$ cat src/rtl/usb_pwr_seq_pkg.sv
package usb_pwr_seq_pkg;

    typedef enum logic [1:0] {
        SEQ_OFF  = 2'd0,
        SEQ_WAIT = 2'd1,
        SEQ_ON   = 2'd2
    } seq_state_e;

    typedef struct packed {
        seq_state_e state;
        logic       phy_reset;
        logic       phy_pwrdn;
        logic       otg_pwrdn;
        logic       pll_on;
        logic       ready;
        logic       refused;
        logic       timeout;
    } seq_regs_t;

    localparam seq_regs_t SEQ_RESET = '{
        state:     SEQ_OFF,
        phy_reset: 1'b1,
        phy_pwrdn: 1'b1,
        otg_pwrdn: 1'b1,
        pll_on:    1'b0,
        ready:     1'b0,
        refused:   1'b0,
        timeout:   1'b0
    };

endpackage

$ cat src/rtl/clk_good_timer.sv
module clk_good_timer #(
    parameter int CNT_W = 16
) (
    input  logic             clk,
    input  logic             rst_n,
    input  logic             start,
    input  logic             run,
    input  logic [CNT_W-1:0] limit,
    output logic             expired
);
    localparam int EXT_W = CNT_W + 1;

    logic [CNT_W-1:0] cnt_d, cnt_q;
    logic [EXT_W-1:0] cnt_inc;

    always_comb begin
        cnt_inc = EXT_W'(cnt_q) + EXT_W'(1);
        expired = run && (cnt_inc >= EXT_W'(limit));
        cnt_d   = cnt_q;
        if (start) begin
            cnt_d = '0;
        end else if (run && !expired) begin
            cnt_d = cnt_inc[CNT_W-1:0];
        end
    end

    always_ff @(posedge clk or negedge rst_n) begin
        if (!rst_n) cnt_q <= '0;
        else        cnt_q <= cnt_d;
    end
endmodule

$ cat src/rtl/clk_share_guard.sv
module clk_share_guard (
    input  logic mux_sel,
    input  logic dep_suspend,
    output logic hold_power
);
    always_comb begin
        hold_power = !mux_sel && dep_suspend;
    end
endmodule

$ cat src/rtl/usb_phy_pwr_seq.sv
module usb_phy_pwr_seq
    import usb_pwr_seq_pkg::*;
#(
    parameter int CNT_W = 16
) (
    input  logic             clk,
    input  logic             rst_n,
    input  logic             pwr_on_req,
    input  logic             pwr_off_req,
    input  logic             clk_good,
    input  logic             usb11_clk_sel,
    input  logic             usb11_suspend_ctl,
    input  logic [CNT_W-1:0] timeout_limit,
    output logic             phy_reset,
    output logic             phy_pwrdn,
    output logic             otg_pwrdn,
    output logic             pll_on,
    output logic             ready,
    output logic             refused,
    output logic             timeout
);
    seq_regs_t r_d, r_q;
    logic      tmr_start, tmr_run, tmr_expired;
    logic      hold_power;
    logic      st_off, st_wait, st_on;

    clk_good_timer #(.CNT_W(CNT_W)) i_timer (
        .clk     (clk),
        .rst_n   (rst_n),
        .start   (tmr_start),
        .run     (tmr_run),
        .limit   (timeout_limit),
        .expired (tmr_expired)
    );

    clk_share_guard i_guard (
        .mux_sel     (usb11_clk_sel),
        .dep_suspend (usb11_suspend_ctl),
        .hold_power  (hold_power)
    );

    always_comb begin
        st_off  = (r_q.state == SEQ_OFF);
        st_wait = (r_q.state == SEQ_WAIT);
        st_on   = (r_q.state == SEQ_ON);
    end

    always_comb begin
        r_d         = r_q;
        r_d.refused = 1'b0;
        tmr_start   = 1'b0;
        tmr_run     = st_wait && !clk_good;
        unique case (r_q.state)
            SEQ_OFF: begin
                if (pwr_on_req) begin
                    r_d.phy_reset = 1'b0;
                    r_d.phy_pwrdn = 1'b0;
                    r_d.otg_pwrdn = 1'b0;
                    r_d.pll_on    = 1'b1;
                    r_d.timeout   = 1'b0;
                    r_d.state     = SEQ_WAIT;
                    tmr_start     = 1'b1;
                end
            end
            SEQ_WAIT: begin
                if (clk_good) begin
                    r_d.ready = 1'b1;
                    r_d.state = SEQ_ON;
                end else if (tmr_expired) begin
                    r_d.timeout   = 1'b1;
                    r_d.phy_reset = 1'b1;
                    r_d.phy_pwrdn = 1'b1;
                    r_d.otg_pwrdn = 1'b1;
                    r_d.pll_on    = 1'b0;
                    r_d.state     = SEQ_OFF;
                end
            end
            SEQ_ON: begin
                if (pwr_off_req) begin
                    if (hold_power) begin
                        r_d.refused = 1'b1;
                    end else begin
                        r_d.phy_pwrdn = 1'b1;
                        r_d.otg_pwrdn = 1'b1;
                        r_d.ready     = 1'b0;
                        r_d.state     = SEQ_OFF;
                    end
                end
            end
            default: r_d = SEQ_RESET;
        endcase
    end

    always_ff @(posedge clk or negedge rst_n) begin
        if (!rst_n) r_q <= SEQ_RESET;
        else        r_q <= r_d;
    end

    assign phy_reset = r_q.phy_reset;
    assign phy_pwrdn = r_q.phy_pwrdn;
    assign otg_pwrdn = r_q.otg_pwrdn;
    assign pll_on    = r_q.pll_on;
    assign ready     = r_q.ready;
    assign refused   = r_q.refused;
    assign timeout   = r_q.timeout;
endmodule

$ cat config.mk
export PLATFORM = sky130hd
export DESIGN_NAME = usb_phy_pwr_seq
export DESIGN_NICKNAME = d
export VERILOG_FILES = /design/src/rtl/usb_pwr_seq_pkg.sv /design/src/rtl/clk_good_timer.sv /design/src/rtl/clk_share_guard.sv /design/src/rtl/usb_phy_pwr_seq.sv
export SDC_FILE = /design/constraint.sdc
export NUM_CORES = 1
export LEC_CHECK = 0
export BUFFER_PORTS_ARGS = -buffer_cell sky130_fd_sc_hd__buf_2
export CAP_MARGIN = 20
export CORE_MARGIN = 2
export CORE_UTILIZATION = 40
export CTS_CLUSTER_SIZE = 16
export DETAILED_ROUTE_END_ITERATION = 8
export GPL_TIMING_DRIVEN = 0
export PLACE_DENSITY = 0.56
export SLEW_MARGIN = 20
export SYNTH_ARGS = -nofsm -noshare
export SYNTH_HDL_FRONTEND = slang
export SYNTH_HIERARCHICAL = 1
export SYNTH_SLANG_ARGS = --single-unit
export TNS_END_PERCENT = 5
$ cat constraint.sdc
create_clock -name clk -period 9.86 [get_ports clk]
set_input_delay 0.986 -clock clk [delete_from_list [all_inputs] [get_ports clk]]
set_output_delay 0.986 -clock clk [all_outputs]
set_load 0.05 [all_outputs]
After elaboration in Yosys (flattened, before gate mapping)
Index checks and enable logic that the tools add are counted.
{"block": "totals", "reg_bits": 25, "input_bits": 23, "out_inout_bits": 7}
{"block": "classes", "addsub": 1, "order_cmp": 1, "eq_ne": 9, "mux": 26, "bitwise": 2, "reduce_logical": 13}
{"operator": "$mux W16", "n": 2}
{"operator": "$add A16 B1 Y17 const B", "n": 1}
{"operator": "$ge A17 B16 Y1", "n": 1}
{"operator": "$mux W2", "n": 6}
{"operator": "$mux W6", "n": 2}
{"operator": "$pmux W1 S3", "n": 4}
{"operator": "$pmux W2 S3", "n": 2}
{"operator": "$reduce_and A4 Y1", "n": 3}
{"operator": "$ne A2 B2 Y1 const B", "n": 5}
{"operator": "$mux W1", "n": 9}
{"operator": "$reduce_and A5 Y1", "n": 1}
{"operator": "$logic_and A1 B1 Y1", "n": 4}
{"operator": "$mux W4", "n": 1}
{"operator": "$logic_not A1 Y1", "n": 3}
{"operator": "$ne A3 B2 Y1 const B", "n": 1}
{"operator": "$eq A2 B1 Y1 const B", "n": 1}
{"operator": "$eq A2 B2 Y1 const B", "n": 1}
{"operator": "$logic_not A2 Y1", "n": 1}
{"operator": "$ne A2 B1 Y1 const B", "n": 1}
{"operator": "$not A1 Y1", "n": 2}
{"operator": "$reduce_bool A2 Y1", "n": 1}

Logic depth before layout (Yosys ltp)
{"block": "depth", "depth_word": 7, "mapped_depth": 16}

Modules after synthesis
Netlist, hierarchy kept.
{"module": "clk_good_timer", "instances": 1, "cells_per_inst": 182, "area_each_um2": 1657.8}
{"module": "usb_phy_pwr_seq", "instances": 1, "cells_per_inst": 39, "area_each_um2": 394.1}
{"module": "clk_share_guard", "instances": 1, "cells_per_inst": 1, "area_each_um2": 13.8}

Worst setup path after synthesis
OpenSTA, ideal clock, no wires.
{"block": "synth_path", "path_kind": "register to register", "startpoint": "register i_timer.cnt_q[0]", "endpoint": "register r_q, in the netlist pll_on", "setup_ns": 0.124, "arrival_ns": 3.058, "path_slack_ns": 6.678, "path_stages_with_launch": 16, "synth_period_minus_slack_ns": 3.182, "cell_sequence": "dfrtp_1 -> ha_1 -> nand3_4 -> nor2_4 -> nand4_1 -> xnor2_1 -> ha_1 -> nand4_2 -> nor4_2 -> nand2_1 -> a21boi_2 -> buf_4 -> o21a_1 -> nor2b_1 -> nor3b_1 -> a211o_1"}
{"block": "synth_between", "elab_chain_len": 5}
{"element": "start: declaration", "line_no": "clk_good_timer.sv:13", "rtl": "logic [CNT_W-1:0] cnt_d, cnt_q;"}
{"element": "start signal: assignment", "line_no": "clk_good_timer.sv:29", "rtl": "else cnt_q <= cnt_d;"}
{"element": "$add A16 B1 Y17", "line_no": "clk_good_timer.sv:17", "rtl": "cnt_inc = EXT_W'(cnt_q) + EXT_W'(1);"}
{"element": "$ge A17 B16 Y1", "line_no": "clk_good_timer.sv:18", "rtl": "expired = run && (cnt_inc >= EXT_W'(limit));"}
{"element": "$logic_and A1 B1 Y1", "line_no": "clk_good_timer.sv:18"}
{"element": "via tmr_expired", "line_no": "usb_phy_pwr_seq.sv:23", "rtl": "logic tmr_start, tmr_run, tmr_expired;"}
{"element": "$ne A2 B1 Y1 (no line)"}
{"element": "$reduce_and A4 Y1 (no line)"}
{"element": "end signal: assignment", "line_no": "usb_phy_pwr_seq.sv:96", "rtl": "else r_q <= r_d;"}
{"element": "end: declaration", "line_no": "usb_phy_pwr_seq.sv:22", "rtl": "seq_regs_t r_d, r_q;"}
The timed path passes the listed nets, and every way through them passes these cells.
A chain may end at the register's enable or synchronous reset.

Worst setup path after layout
Same ends and word-level chain as after synthesis.

==> results by stage <==
Finish:
- In the final design database the tool counted 296 nets.
- The total area of multi-input combinational cells is 0.00132 mm2.
- The final non-filler cell total is 325.
- The layout-stage area growth over the synthesis result is 13.4%.
- The register area is 603 um2.
- The number of diodes added for antenna fixing is 0.
- The number of fill cells is 533.
- In the layout the commonest cells are buf_2 (31), dfrtp_1 (22), nor2_1 (18), inv_1 (17), ha_1 (17).
- The post-layout utilization of the core is 46.5%.
- The final instance area is 0.00234 mm2.
- The most common cell after layout, fill and taps aside is buf_2.
- The post-route netlist has 31.0% of its cells at a drive strength greater than 1.

Synthesis:
- The number of flops mapped to enable cells by yosys is 0.
- In the synthesized netlist, the number of instances is 222.
- Synthesis produced a netlist with a net count of 262.
- The mean post-synth cell area is 9.31 um2.
- The count of yosys warnings during synthesis is 6.
- After synthesis the netlist holds a flip-flop and latch count of 24.
- Among all flip-flop cells after synthesis, the most frequent one is dfrtp_1.
- The post-synthesis sequential area ratio is 29.2%.
- In the synthesized netlist the async set-or-reset flop fraction comes to 100%.
- After synthesis the cells add up to 0.00207 mm2.
- The count of unique library cells instantiated by Yosys is 51.

Power:
- The design draws 0.344 mW.
- Summed over all cells, the static leakage comes to 1.08 nW.
- The cell area power density is 147 mW/mm2.
- The worst-case IR drop observed on VDD is 0.0000693 V.

Critical path:
- The signal on the critical path passes through ha_1, nand3_4, nor2_4, nand4_1, xnor2_1, ha_1, nand4_2, nor4_2, nand2_1, a21boi_2, buf_4, o21a_1, nor2b_1, nor3b_1, a211o_1.
- STA puts the critical path data arrival time at 3.87 ns.
- The largest single stage delay on the critical path is 0.45 ns.
- Counting stages on the worst path, the most repeated cell is ha_1.
- The cell with the largest stage delay on the worst path is dfrtp_1.
- For the worst setup path, the data required time is 10.01 ns.
- The setup path with the least slack is of type reg2reg.
- The worst setup path is launched from a flip-flop.
- Along the worst path, the maximum fanout reaches 10.
- STA classifies the critical path endpoint as a flip-flop.

Global routing:
- The via count of the first global-routing pass is 1466.
- In the global route stage, overall resource usage came out at 15.7%.
- Global routing finished with a remaining overflow of 0.
- The maximum number of pins on one net before global-route repair is 25.
- The initial antenna violation count was 0.
- The first global-routing pass estimated 6.98 mm of wire.

Clocking:
- The post-cts hold buffer count is 0.
- The clock-pin slew on the worst setup and hold paths is 0.08 ns.
- The total setup buffers inserted after CTS is 0.
- The clock sink count is 24.
- The clock passes through at most 2 buffers.
- The TritonCTS clock tree is built.
- The count of cells resized by post-cts repair is 0.
- CTS built an H-tree with a depth of 1.
- In this run, CTS created clock tree buffers numbering 3.
- The cell sitting at the root of the clock tree is a clkbuf_8.
- For the worst-skew pair, the clock arrives at the later sink with an insertion delay of 0.26 ns.

STA:
- Measured against its own limit, the worst slew margin works out to 62.1%.
- The final-report hold violation count was 0.
- The worst path uses 37.7% of the clock period.
- After layout, the worst setup slack is 6.14 ns.
- On the final layout, the worst hold slack is 0.509 ns.
- The final-report max-slew violation count came to 0.
- After routing, the total negative slack on setup checks comes to 0 ns.
- At the pin with the least slew margin, the transition time is 0.568 ns.
- The maximum clock rate is 0.269 GHz.
- Setup repair after global routing left no endpoint under its margin.
- Setup violations remaining at the end of the flow were counted as 0.
- The final clock skew is 0.00402 ns.
- Subtracting the final worst setup slack from the clock period gives 3.72 ns.

Die:
- The initial core utilization is 41.0%.
- The floorplan step set the die height to 75.9 um.
- The number of cell rows is 26.
- The floorplan step set the die width to 75.9 um.
- The die covers 0.00576 mm2.
- The total area inside the core boundary comes to 0.00504 mm2.
- During I/O placement, the number of pins put on the boundary was 30.

Placement:
- Routability-driven placement finished with a final weighted congestion of 0.771.
- The instance area after placement is 0.00230 mm2.
- The placed wire-length estimate is 3.22 mm.
- In this run the tool buffered the top-level ports with 29 buffer cells.
- After detailed placement, the design holds a cell count of 321.
- Prior to clock tree synthesis, the placed netlist has a worst setup slack of 6.14 ns.

Flow run:
- The number of maximum-capacitance constraint violations is 0.

Detailed routing:
- The detailed-routing iteration count for the pre-antenna-repair pass is 4.
- The routed layout has 1590 vias.
- In this run the remaining antenna-violating nets after routing total 0.
- In the final routed layout, each cell accounts on average for 12.9 um.
- The via-per-instance ratio is 4.89.
- In this run, the number of DRC markers left after iteration 0 of detailed routing was 52.
- After detailed routing, the total wire length is 4.19 mm.
- The number of DRC violations after detailed routing is 0.

Status:
- The flow ran to the end, and the final reports show no timing, DRC or antenna violations.

Worst hold path:
- In this run the worst hold path is classified as reg2reg.
[final timing paths]
| path | slack [ns] | endpoint | start | cells past startpoint |
|---|---|---|---|---|
| min | 0.51 | phy_reset | phy_reset | 2 |
| max | 6.14 | pll_on | i_timer/cnt_q[0] | 15 |
| min in group asynchronous | 0.71 | i_timer/cnt_q[3] | rst_n | 1 |
| max in group asynchronous | 8.77 | phy_reset | rst_n | 1 |
| max reg2reg | 6.14 | pll_on | i_timer/cnt_q[0] | 15 |
| min reg2reg | 0.51 | phy_reset | phy_reset | 2 |
[cell families after synthesis]
family          after synthesis  share of synthesized area, %
xor+xnor                     14                          5.94
mux                          12                          8.72
simple gates                 95                          29.4
compound gates               31                          9.45
flops                        24                          29.2
buf+inv                      29                          6.97
fa+ha+maj                    17                          10.3
[cell usage after synthesis, types with 3 or more instances]
cell type | instances | share of area [%]
xnor2_1 | 10 | 4.2
a21oi_1 | 13 | 3.1
nor2_1 | 18 | 3.3
nor3_1 | 6 | 1.5
clkbuf_1 | 3 | 0.55
nand2_1 | 15 | 2.7
nor3b_2 | 3 | 1.8
nor3_2 | 8 | 3.9
nor2b_1 | 14 | 4.2
ha_1 | 17 | 10
xor2_1 | 4 | 1.7
dfrtp_1 | 22 | 27
nand3_1 | 4 | 0.97
buf_4 | 3 | 1.1
mux2_4 | 12 | 8.7
o21ai_0 | 5 | 1.2
nand4_1 | 7 | 2.1
inv_1 | 17 | 3.1
[layer usage]
layer / wire [um] / vias to the layer above / share of wire, % / global-route usage [%]
met3: 103 / 6 / 2.5 / 3.31
met1: 2130 / 736 / 51 / 23.0
met5: 0 / - / 0 / 0
met2: 1910 / 13 / 45 / 24.3
met4: 54 / 0 / 1.3 / 2.53
li1: - / 835 / - / -
[critical path, delay by kind of cell, from the launching register on]
family | cells | cell delay (ns)
and+or+nand+nor | 8 | 1.51
adders and majority gates | 2 | 0.65
AOI/OAI and AO/OA | 3 | 0.59
DFF | 1 | 0.45
buffers and inverters | 1 | 0.21
xor gates and xnor gates | 1 | 0.20
[flip-flops by register name (all words and copies together), names as in the netlist]
signal / count
ready: 1
r_q: 2
pll_on: 1
phy_reset: 1
i_timer/cnt_q: 16
timeout: 1
refused: 1
otg_pwrdn: 1
[where the power goes]
part           internal (mW)  switching [mW]  total [mW]
Combinational         0.0545           0.101       0.156
Sequential             0.115          0.0131       0.128
Clock                 0.0288          0.0304      0.0593
Total                  0.199           0.145       0.344
[cell type report]
type                            instances  share of cell area [%]
Buffer                                 11                    3.15
Multi-Input combinational cell        169                    56.3
Timing Repair Buffer                   29                    6.19
Clock buffer                            4                    1.92
Tap cell                               70                    3.74
Inverter                               18                    2.99
Sequential cell                        24                    25.7
Note: power is estimated with default switching activity, not from simulation.
